**config.mk**
```make
export PLATFORM = sky130hd
export DESIGN_NAME = bldc_comm_ctrl
export DESIGN_NICKNAME = d
export VERILOG_FILES = /design/src/rtl/bldc_comm_ctrl.sv
export SDC_FILE = /design/constraint.sdc
export NUM_CORES = 1
export LEC_CHECK = 0
export BUFFER_PORTS_ARGS = -buffer_cell sky130_fd_sc_hd__buf_2
export CAP_MARGIN = 5
export CORE_ASPECT_RATIO = 1.5
export CORE_MARGIN = 4
export CORE_UTILIZATION = 55
export DETAILED_ROUTE_END_ITERATION = 12
export PLACE_DENSITY = 0.82
export SLEW_MARGIN = 10
export SYNTH_ARGS = -nofsm -noshare
export SYNTH_HDL_FRONTEND = slang
export SYNTH_SLANG_ARGS = --single-unit
export TNS_END_PERCENT = 10
```
**constraint.sdc**
```tcl
create_clock -name clk -period 2.5 [get_ports clk]
set_input_delay 0.125 -clock clk [delete_from_list [all_inputs] [get_ports clk]]
set_output_delay 0.125 -clock clk [all_outputs]
set_load 0.1 [all_outputs]
```
**src/rtl/bldc_comm_ctrl.sv**
```systemverilog
module bldc_comm_ctrl #(
  parameter int COMM_W = 32,
  parameter int PWM_W  = 10,
  parameter int BLK_W  = 8,
  parameter int CBLK_W = 16
) (
  input  logic              clk,
  input  logic              rst_n,
  input  logic              wr_en,
  input  logic [2:0]        wr_addr,
  input  logic [COMM_W-1:0] wr_data,
  output logic [5:0]        gate_out,
  output logic              sample_ok
);

  logic [COMM_W-1:0] comm_cnt, comm_per, comm_per_nxt;
  logic [5:0]        pat_act, pat_nxt;
  logic [2:0]        sel_act, sel_nxt;
  logic [PWM_W-1:0]  pwm_cnt, pwm_per, pwm_duty;
  logic [BLK_W-1:0]  pblk_len, pblk_cnt;
  logic [CBLK_W-1:0] cblk_len, cblk_cnt;
  logic              pwm_on_q;

  wire comm_ovf = (comm_cnt == comm_per);
  wire pwm_on   = (pwm_cnt < pwm_duty);
  wire pblk_hit = (pwm_on ^ pwm_on_q) && (pblk_len != '0);

  assign sample_ok = !pblk_hit && (pblk_cnt == '0) && (cblk_cnt == '0);

  for (genvar g = 0; g < 6; g++) begin : g_gate
    assign gate_out[g] = pat_act[g] & ((sel_act == 3'(g)) ? pwm_on : 1'b1);
  end

  always_ff @(posedge clk or negedge rst_n) begin
    if (!rst_n) begin
      pat_nxt      <= '0;
      sel_nxt      <= '0;
      comm_per_nxt <= '0;
      pwm_per      <= '0;
      pwm_duty     <= '0;
      pblk_len     <= '0;
      cblk_len     <= '0;
    end else if (wr_en) begin
      case (wr_addr)
        3'd0: begin
          pat_nxt <= wr_data[5:0];
          sel_nxt <= wr_data[8:6];
        end
        3'd1: comm_per_nxt <= wr_data;
        3'd2: pwm_per      <= wr_data[PWM_W-1:0];
        3'd3: pwm_duty     <= wr_data[PWM_W-1:0];
        3'd4: pblk_len     <= wr_data[BLK_W-1:0];
        3'd5: cblk_len     <= wr_data[CBLK_W-1:0];
        default: ;
      endcase
    end
  end

  always_ff @(posedge clk or negedge rst_n) begin
    if (!rst_n) begin
      comm_cnt <= '0;
      comm_per <= '0;
      pat_act  <= '0;
      sel_act  <= '0;
    end else if (comm_ovf) begin
      comm_cnt <= '0;
      comm_per <= comm_per_nxt;
      pat_act  <= pat_nxt;
      sel_act  <= sel_nxt;
    end else begin
      comm_cnt <= comm_cnt + 1'b1;
    end
  end

  always_ff @(posedge clk or negedge rst_n) begin
    if (!rst_n) begin
      pwm_cnt  <= '0;
      pwm_on_q <= 1'b0;
      pblk_cnt <= '0;
      cblk_cnt <= '0;
    end else begin
      pwm_cnt  <= (pwm_cnt >= pwm_per) ? '0 : pwm_cnt + 1'b1;
      pwm_on_q <= pwm_on;
      if (pblk_hit)
        pblk_cnt <= pblk_len - 1'b1;
      else if (pblk_cnt != '0)
        pblk_cnt <= pblk_cnt - 1'b1;
      if (comm_ovf)
        cblk_cnt <= cblk_len;
      else if (cblk_cnt != '0)
        cblk_cnt <= cblk_cnt - 1'b1;
    end
  end

endmodule

```
==> results of run 1 <==
==> path summary, 6_finish.rpt <==
| path | from | to | cells past startpoint |
|---|---|---|---|
| max in group asynchronous | rst_n | comm_per[9] | 3 |
| min | wr_data[3] | pwm_per[3] | 3 |
| max | pwm_cnt[3] | sample_ok | 10 |
| min in group asynchronous | rst_n | pblk_len[6] | 2 |
| max reg2reg | pwm_cnt[3] | pblk_cnt[3] | 12 |
| min reg2reg | cblk_len[1] | cblk_cnt[1] | 1 |
==> through the flow <==
step	utilization	TNS (ns)	std cells
floorplan	-	-0.206	752
global placement	0.623	0	1016
detailed placement	0.623	-0.324	1016
CTS	0.678	-3.00	1076
global route	0.679	-4.67	1076
finish	0.679	-2.69	1076
==> flip-flops by register name, summed over array words and instances (netlist names), 8 cells and up <==
signal	cells
cblk_cnt	16
cblk_len	16
comm_cnt	32
comm_per	32
comm_per_nxt	32
pblk_cnt	8
pblk_len	8
pwm_cnt	10
pwm_duty	10
pwm_per	10
==> layout by cell type (no fill, tap or decap), types with 3 or more instances in the layout <==
master	instances
dfrtp_1	193
mux2_2	119
xor2_1	64
nand2_1	57
nor2_1	44
buf_4	40
buf_2	36
o21ai_0	31
inv_1	26
dlygate4sd3_1	25
nor3_1	23
ha_1	22
clkbuf_16	17
a21oi_1	15
nand3_1	15
xnor2_1	14
nor4_1	12
buf_12	10
and3_1	9
or3_1	8
nand4_1	8
a22o_1	5
clkinvlp_4	5
clkbuf_8	4
nor3b_1	3
a211oi_1	3
a21o_1	3
nor2b_1	3
buf_6	3
==> final cells by class <==
cell class	instances	area [µm²]
fill	1136	5060
sequential	193	4830
multi-input combinational	509	3990
timing repair buffer	115	978
clock buffer	22	474
tap	203	254
inverter	26	97.6
clock inverter	8	81.3
==> critical path: cells and delay by family (launching register included) <==
| kind | cells | cell delay, ns |
|---|---|---|
| muxes | 1 | 0.30 |
| and+or+nand+nor | 1 | 0.14 |
| AOI/OAI and AO/OA | 4 | 0.67 |
| adders and majority gates | 1 | 0.31 |
| DFF | 1 | 0.39 |
| buffers and inverters | 3 | 0.46 |
==> per-layer routing <==
metal | wire, µm | up-vias
met3 | 642 | 44
met2 | 10100 | 118
met4 | 495 | 0
met1 | 7430 | 3029
li1 | - | 2864
met5 | 0 | -
==> repair_timing <==
item	in CTS	in global routing
hold endpoints to repair	81	0
resized for setup	6	4
hold buffers	25	0
buffers inserted	5	0
pin swaps	4	5
setup endpoints to repair	15	15
cloned	0	0
==> report_power, final <==
part / total [mW] / internal, mW / leakage [nW] / switching [mW]
sequential: 4.73 / 4.01 / 2.44 / 0.716
clock: 2.59 / 1.44 / 0.257 / 1.15
combinational: 3.35 / 1.69 / 2.34 / 1.66
total: 10.7 / 7.15 / 5.04 / 3.52
==> cell families after synthesis <==
| family | after synthesis |
|---|---|
| AOI/OAI and AO/OA | 85 |
| xor gates and xnor gates | 78 |
| adders and majority gates | 22 |
| buffers and inverters | 50 |
| DFF | 193 |
| muxes | 123 |
| and+or+nand+nor | 201 |
==> results_dict.tcl, run 1 <==
set metrics [dict create \
    met1_usage 0.253 \
    start_kind "register" \
    grt_antenna_before_repair 0 \
    drtAntennaViolNets 0 \
    power_mw 10.7 \
    ys_seq_area_frac 0.540 \
    fmax_mhz 353 \
    synth_area_leaders "dfrtp_1 (54%), mux2_2 (15%), xor2_1 (6.3%)" \
    cap_violations 0 \
    initialDrtViolationCount 235 \
    period_share 1.13 \
    core-area_mm2 0.0158 \
    cpMostUsedCell "buf_6" \
    synth-xor-area-share 0.0764 \
    hold_path.class "input port to register" \
    numCtsBuffers 17 \
    clockBufferDepth 2 \
    synthMuxAreaShare 0.155 \
    synth.distinct_cells 56 \
    crit_fanout 3 \
    fin_area_mm2 0.0107 \
    finalWirelength_mm 18.7 \
    synth_warnings 0 \
    cp.required_ns 2.38 \
    gr-total-overflow 0 \
    synth_edf_count 0 \
    synth-seq-cells 193 \
    slew_violations 0 \
    rsz0062_at_grt "yes" \
    wire_per_inst_um 17.3 \
    cp_slowest_cell "dfrtp_1" \
    violations "negative setup slack" \
    path_class "register to output pin" \
    floorplan.initialDensity 0.567 \
    path_cells "ha_1 > a211o_1 > o211ai_1 > o21ai_2 > a21oi_4 > buf_6 > mux2_4 > buf_6 > nor3_4 > buf_12" \
    postSynthCellCount 752 \
    pin_count 45 \
    powerDensity_mw_per_mm2 997 \
    layout_min_cycle_time_ns 2.83 \
    rows 56 \
    arrival_ns 2.71 \
    io_buffers 44 \
    yosysTopAreaCell "dfrtp_1" \
    status "finished, violations left" \
    gp_congestion 0.890 \
    whs_ns 0.0299 \
    met3_usage 0.0461 \
    relSlewSlack 0.494 \
    clkTransAtPathRegs_ns 0.07 \
    yosysMostFrequentCell "dfrtp_1" \
    hpwl_mm 12.9 \
    use_met2 0.395 \
    die-area_mm2 0.0184 \
    clk_latency_ns 0.43 \
    synth_top_flop_cell "dfrtp_1" \
    diodes 0 \
    drc 0 \
    synthAdderAreaFrac 0.0308 \
    p_leak_nw 5.04 \
    cts-root-buf "clkbuf_16" \
    post-route-worst-setup-slack_ns -0.332 \
    grt_usage 0.218 \
    grt_pass1_wl_mm 31.8 \
    setup_viol 14 \
    tightest_slew_ns 0.757 \
    grt_max_degree 62 \
    cts_tree "built" \
    nNetsFinal 922 \
    dr_total_vias 6055 \
    synth_compound_area_frac 0.0630 \
    irDropWorstVdd_mv 1.11 \
    syn_avg_cell_area_um2 11.9 \
    cp-end-kind "output pin" \
    yosys-top-cells-count "dfrtp_1 (193), mux2_2 (119), xor2_1 (64)" \
    viasPerCell 5.63 \
    yosys.area_share.simple 0.113 \
    syn2layout_area_growth_pct 19.7 \
    drive_above_1_share 0.293 \
    busiest_layer "met2" \
    r2r_setup_slack_ns -0.20 \
    synth_fp_nets 812 \
    htreeDepth 4 \
    synth_top_family_by_area "multiplexers" \
    async_reset_ff_frac 1.00 \
    max_stage_delay_ns 0.39 \
    die-height_um 164 \
    netlist.area_leader.share 0.540 \
    place_area_mm2 0.00982 \
    hold_viol 0 \
    die_x_um 112 \
    drtPass1Iterations 4 \
    clock-sinks 193 \
    fin_skew_ns 0.0129 \
    pre_cts_ws_ns -0.0697 \
    first_global_vias 6485 \
    synth_area_mm2 0.00894 \
]
Note: power is estimated with default switching activity, not from simulation.
==> inputs of run 2 (changes only) <==
ABC_AREA = 1   (was unset)
GPL_ROUTABILITY_DRIVEN = 1   (was unset)
PLACE_DENSITY = 0.76   (was 0.82)
==> run 2 against run 1 <==
  * The flow now finishes without violations
  * Worst setup slack better by 0.39 ns
  * Maximum frequency is 16% higher
  * Clock power is 2% higher
  * Critical endpoint unchanged
  * Largest cell class unchanged
  * Highest routed layer unchanged
==> results_dict.tcl, run 2 <==
set metrics [dict create \
    clockBufferDepth 2 \
    pre_cts_ws_ns 0.123 \
    start_kind "register" \
    gr-total-overflow 0 \
    max_stage_delay_ns 0.42 \
    fin_skew_ns 0.00924 \
    syn_avg_cell_area_um2 8.88 \
    hpwl_mm 14.1 \
    final_cell_mix "nand2_1 (293), dfrtp_1 (192), inv_1 (94), o21ai_0 (85), nor2_1 (62)" \
    place_area_mm2 0.00968 \
    p_clk_frac 0.286 \
    holdPathStages 3 \
    netlist.area_leader.share 0.527 \
    finalWirelength_mm 20.7 \
    cp-end-kind "output pin" \
    hold_viol 0 \
    grt_max_degree 74 \
    wire_per_inst_um 15.6 \
    core-area_mm2 0.0163 \
    first_global_vias 7222 \
    drtAntennaViolNets 0 \
    grt_pass1_wl_mm 34.3 \
    cap_violations 0 \
    gp_congestion 0.917 \
    irDropWorstVdd_mv 0.656 \
    synth-seq-cells 193 \
    htreeDepth 4 \
    synth_warnings 0 \
    viasPerCell 5.29 \
    yosysTopAreaCell "dfrtp_1" \
    floorplan.initialDensity 0.563 \
    dp_cells 1266 \
    grt_usage 0.230 \
    multiInputGateArea_mm2 0.00390 \
    crit_fanout 4 \
    clock-sinks 193 \
    critPathTopFamily "simple AND/OR/NAND/NOR gates" \
    cts-root-buf "clkbuf_16" \
    die-area_mm2 0.0188 \
    holdPathEnd "comm_per_nxt[13]" \
    power_frac_comb 0.258 \
    worst_r2r_endpoint "cblk_cnt[6]" \
    post-route-worst-setup-slack_ns 0.0549 \
    fmax_mhz 409 \
    cp.required_ns 2.38 \
    reg.largest.list "comm_cnt: 32 flops, comm_per: 32 flops, comm_per_nxt: 32 flops" \
    nNetsFinal 1173 \
    path_class "register to output pin" \
    cp_num_buf_inv 1 \
    arrival_ns 2.32 \
    rsz0062_at_grt "yes" \
    path_cells "or2_4 > nor2_4 > nand3_4 > nor2_4 > nand3_4 > nor3_4 > nand2_4 > nor2_4 > buf_12" \
    syn2layout_area_growth_pct 16.5 \
    drc 0 \
    relSlewSlack 0.379 \
    yosys-top-cells-count "nand2_1 (295), dfrtp_1 (193), inv_1 (97)" \
    fill_cells 1333 \
    rows 57 \
    layout_min_cycle_time_ns 2.45 \
    cp_slowest_cell "dfrtp_1" \
    drtPass1Iterations 5 \
    synth_area_leaders "dfrtp_1 (53%), nand2_1 (12%), o21ai_0 (4.6%)" \
    pin_count 45 \
    clk_latency_ns 0.43 \
    r2r_setup_slack_ns 0.16 \
    power.share.switching 0.327 \
    synth_edf_count 0 \
    synth.distinct_cells 45 \
    io_buffers 44 \
    yosysMostFrequentCell "nand2_1" \
    status "completed" \
    switching_power_mw 3.02 \
    cpMostUsedCell "nor2_4" \
    rr_startpoint "cblk_cnt[2]" \
    power.internal_mw 6.21 \
    p_leak_nw 5.44 \
    powerDensity_mw_per_mm2 865 \
    synth_fp_nets 1091 \
    drive_above_1_share 0.152 \
    fin_area_mm2 0.0107 \
    slew_violations 0 \
    tightest_slew_ns 0.929 \
    synth_area_mm2 0.00916 \
    clkTransAtPathRegs_ns 0.07 \
    initialDrtViolationCount 413 \
    final_common_cell "nand2_1" \
    cts_tree "built" \
    grt_antenna_before_repair 0 \
    ff2ff_path_depth 11 \
    hold_path.class "input port to register" \
    hp-start "wr_data[13]" \
    postSynthCellCount 1031 \
    finalNonFillerCells 1330 \
    ys_seq_area_frac 0.527 \
    synth_top_flop_cell "dfrtp_1" \
    dr_total_vias 7041 \
    die_x_um 113 \
    register_area_mm2 0.00483 \
    period_share 0.978 \
    async_reset_ff_frac 1.00 \
    power_frac_seq 0.456 \
    numCtsBuffers 17 \
    setup_viol 0 \
    diodes 0 \
    die-height_um 166 \
]
run 2: cells by family after synthesis:
group / after synthesis / share of synthesized area
compound gates: 146 / 0.0880
xor+xnor: 50 / 0.0478
fa+ha+maj: 22 / 0.0301
buf+inv: 132 / 0.0567
flops: 193 / 0.527
mux: 16 / 0.0195
simple gates: 472 / 0.231
run 2: how the worst max path moves through the flow:
stage	start	endpoint	slack, ns	cells past startpoint
finish	cblk_cnt[2]	sample_ok	0.05	9
detailed placement	pwm_cnt[5]	pblk_cnt[5]	0.12	15
global placement	pwm_cnt[5]	pblk_cnt[6]	0.18	15
CTS	cblk_cnt[0]	sample_ok	-0.02	11
floorplan	pwm_cnt[9]	sample_ok	-0.35	10
global route	cblk_cnt[0]	sample_ok	-0.07	11
run 2: stage by stage:
step	hold slack, ns	power [mW]	TNS, ns	utilization
3_5_place_dp	0.191	6.42	0	0.595
5_1_grt	0.0132	9.82	-0.0833	0.656
2_1_floorplan	-0.171	5.81	-0.538	-
6_report	0.00506	9.24	0	0.656
3_3_place_gp	0.184	6.32	0	0.595
4_1_cts	0.00127	9.13	-0.0221	0.645
run 2: per-layer routing:
layer  track usage  wire length [µm]  vias up
met5             0                 0        -
met4         0.110               880        0
met3        0.0405               560       56
met2         0.407             11100      112
met1         0.266              8170     3389
li1              -                 -     3484
run 2: repair_timing:
action,4_1_cts,5_1_grt
hold endpoints to repair,90,0
hold buffers,20,0
gates resized for setup,11,20
pin swaps,0,12
setup buffers,0,14
cloned,0,0
setup endpoints to repair,7,11
run 2: power by group through the flow:
stage                     clock, mW  sequential [mW]  combinational [mW]
final                          2.65             4.21                2.38
after global routing           2.81             4.27                2.74
after CTS                      2.68             4.20                2.25
after detailed placement          0             4.25                2.18
after global placement            0             4.23                2.10
after floorplan                   0             4.13                1.68
run 2: cell type report:
type | count | share of cell area
repair buffers | 93 | 0.0692
inverters | 102 | 0.0359
clock buffers | 21 | 0.0422
well taps | 206 | 0.0241
clock inverters | 9 | 0.0103
multi-input cells | 706 | 0.366
flip-flops and latches | 193 | 0.453
run 2: worst register-to-register path: stages (launching register included):
cell     delay, ns
dfrtp_1       0.42
or2_4         0.26
nor2_4        0.14
nand3_4       0.10
nor2_4        0.15
nand3_4       0.10
nor3_4        0.29
nand2_4       0.11
buf_4         0.15
nand2_1       0.19
inv_2         0.12
a22o_1        0.20
==> inputs of run 3 (changes only) <==
CAP_MARGIN = 30   (was 5)
CORE_MARGIN = unset   (was 4)
==> run 3 against run 2 <==
  * Cell count up 0.30%
  * Worst setup slack got worse by 0.018 ns
  * Die area down 8.7%
  * Maximum frequency shrank 0.73%
  * Register-to-register slack lost 0.06 ns
  * Clock skew fell by 0.0039 ns
  * First-iteration DRC count fell by 14%
  * Clock power is 18% higher
  * Critical path type unchanged
  * Largest cell class unchanged
==> results_dict.tcl, run 3 (same netlist as run 2, synthesis figures left out) <==
set metrics [dict create \
    finalWirelength_mm 20.6 \
    relSlewSlack 0.503 \
    grt_max_degree 59 \
    io_buffers 44 \
    clock-sinks 193 \
    max_stage_delay_ns 0.40 \
    post-route-worst-setup-slack_ns 0.0369 \
    clockBufferDepth 2 \
    fin_area_mm2 0.0109 \
    cp.required_ns 2.38 \
    core-area_mm2 0.0163 \
    grt_antenna_before_repair 0 \
    slew_violations 0 \
    first_global_vias 7221 \
    nNetsFinal 1175 \
    grt_pass1_wl_mm 34.1 \
    drtPass1Iterations 5 \
    grt_usage 0.257 \
    path_class "register to output pin" \
    tightest_slew_ns 0.743 \
    final_cell_mix "nand2_1 (290), dfrtp_1 (190), inv_1 (95), o21ai_0 (85), nor2_1 (60)" \
    initialDrtViolationCount 357 \
    power_mw 9.79 \
    final_common_cell "nand2_1" \
    path_cells "or2_1 > nor2_2 > nand3_2 > nor2_4 > nand3_4 > nor3_4 > nand2_2 > nor2_4 > buf_12" \
    gr-total-overflow 0 \
    dr_total_vias 7144 \
    r2r_setup_slack_ns 0.10 \
    cap_violations 0 \
    drc 0 \
    drive_above_1_share 0.159 \
    whs_ns 0.0117 \
    reg.largest.list "comm_cnt: 32 flops, comm_per: 32 flops, comm_per_nxt: 32 flops" \
    clk_latency_ns 0.43 \
    floorplan.initialDensity 0.563 \
    die-height_um 160 \
    tns_ns 0 \
    numCtsBuffers 17 \
    clkTransAtPathRegs_ns 0.07 \
    cp-end-kind "output pin" \
    worst_r2r_endpoint "cblk_cnt[0]" \
    diodes 0 \
    ff2ff_path_depth 12 \
    rr_startpoint "cblk_cnt[2]" \
    cts_tree "built" \
    crit_start "cblk_cnt[2]" \
    setup_viol 0 \
    start_kind "register" \
    viasPerCell 5.36 \
    fmax_mhz 406 \
    status "completed" \
    syn2layout_area_growth_pct 18.5 \
    rsz0062_at_grt "yes" \
    hp-start "wr_data[10]" \
    hold_viol 0 \
    hpwl_mm 13.5 \
    crit_fanout 3 \
    cp_slowest_cell "dfrtp_1" \
    period_share 0.985 \
    irDropWorstVdd_mv 0.614 \
    arrival_ns 2.34 \
    pin_count 45 \
    place_area_mm2 0.00967 \
    gp_congestion 0.888 \
    drtAntennaViolNets 0 \
    p_leak_nw 5.52 \
    die_x_um 107 \
    pre_cts_ws_ns 0.102 \
    fin_skew_ns 0.00538 \
    hold_path.class "input port to register" \
    powerDensity_mw_per_mm2 903 \
    cts-root-buf "clkbuf_16" \
    wire_per_inst_um 15.5 \
    cpMostUsedCell "nor2_4" \
    cp-endpoint "sample_ok" \
    die-area_mm2 0.0172 \
    rows 57 \
    htreeDepth 4 \
    layout_min_cycle_time_ns 2.46 \
]
run 3: cell count changes in the layout (fill, tap and decap cells not counted), sizes merged:
cell,before,now
clkinvlp,3,1
dlygate4sd3,20,22
inv,103,104
buf,72,71
bufinv,2,6
run 3: repair_timing:
action,CTS,global route
resized for setup,12,25
hold buffers,21,1
setup buffers,0,16
hold endpoints to repair,76,1
setup endpoints to repair,7,15
pin swaps,0,11
run 3: metrics by stage:
stage / cells / util
after CTS: 1316 / 0.652
after global placement: 1263 / 0.595
after detailed placement: 1263 / 0.595
final: 1334 / 0.667
after global routing: 1334 / 0.667
after floorplan: 1031 / -
run 3: worst min-delay path by stage:
stage / cells past startpoint / slack [ns] / endpoint
floorplan: 0 / -0.17 / cblk_cnt[0]
global placement: 1 / 0.13 / comm_per[23]
detailed placement: 1 / 0.13 / comm_per[22]
CTS: 3 / 0.003 / comm_per_nxt[10]
global route: 3 / 0.02 / cblk_len[10]
finish: 3 / 0.01 / comm_per_nxt[10]
run 3: power breakdown:
group	leakage (nW)	total, mW	switching [mW]	internal, mW
clock	0.331	3.13	1.19	1.94
combinational	2.71	2.46	1.43	1.03
sequential	2.48	4.21	0.475	3.73
total	5.52	9.79	3.10	6.70
run 3: area by class of cell:
| class | instances | area (µm²) |
|---|---|---|
| fill | 1265 | 5410 |
| sequential | 193 | 4830 |
| multi-input combinational | 706 | 3890 |
| timing repair buffer | 95 | 797 |
| clock buffer | 20 | 457 |
| inverter | 102 | 383 |
| tap | 206 | 258 |
| clock inverter | 12 | 228 |
run 3: critical path: cells and delay by family (launching register included):
family | cells | cell delay (ns)
and+or+nand+nor | 8 | 1.32
DFF | 1 | 0.40
buffers and inverters | 1 | 0.18
run 3: metal layers:
| metal | vias up | global-route usage | part of all wire |
|---|---|---|---|
| li1 | 3487 | - | - |
| met1 | 3452 | 0.294 | 0.39 |
| met2 | 152 | 0.460 | 0.54 |
| met3 | 53 | 0.0424 | 0.033 |
| met4 | 0 | 0.123 | 0.039 |
| met5 | - | 0 | 0 |
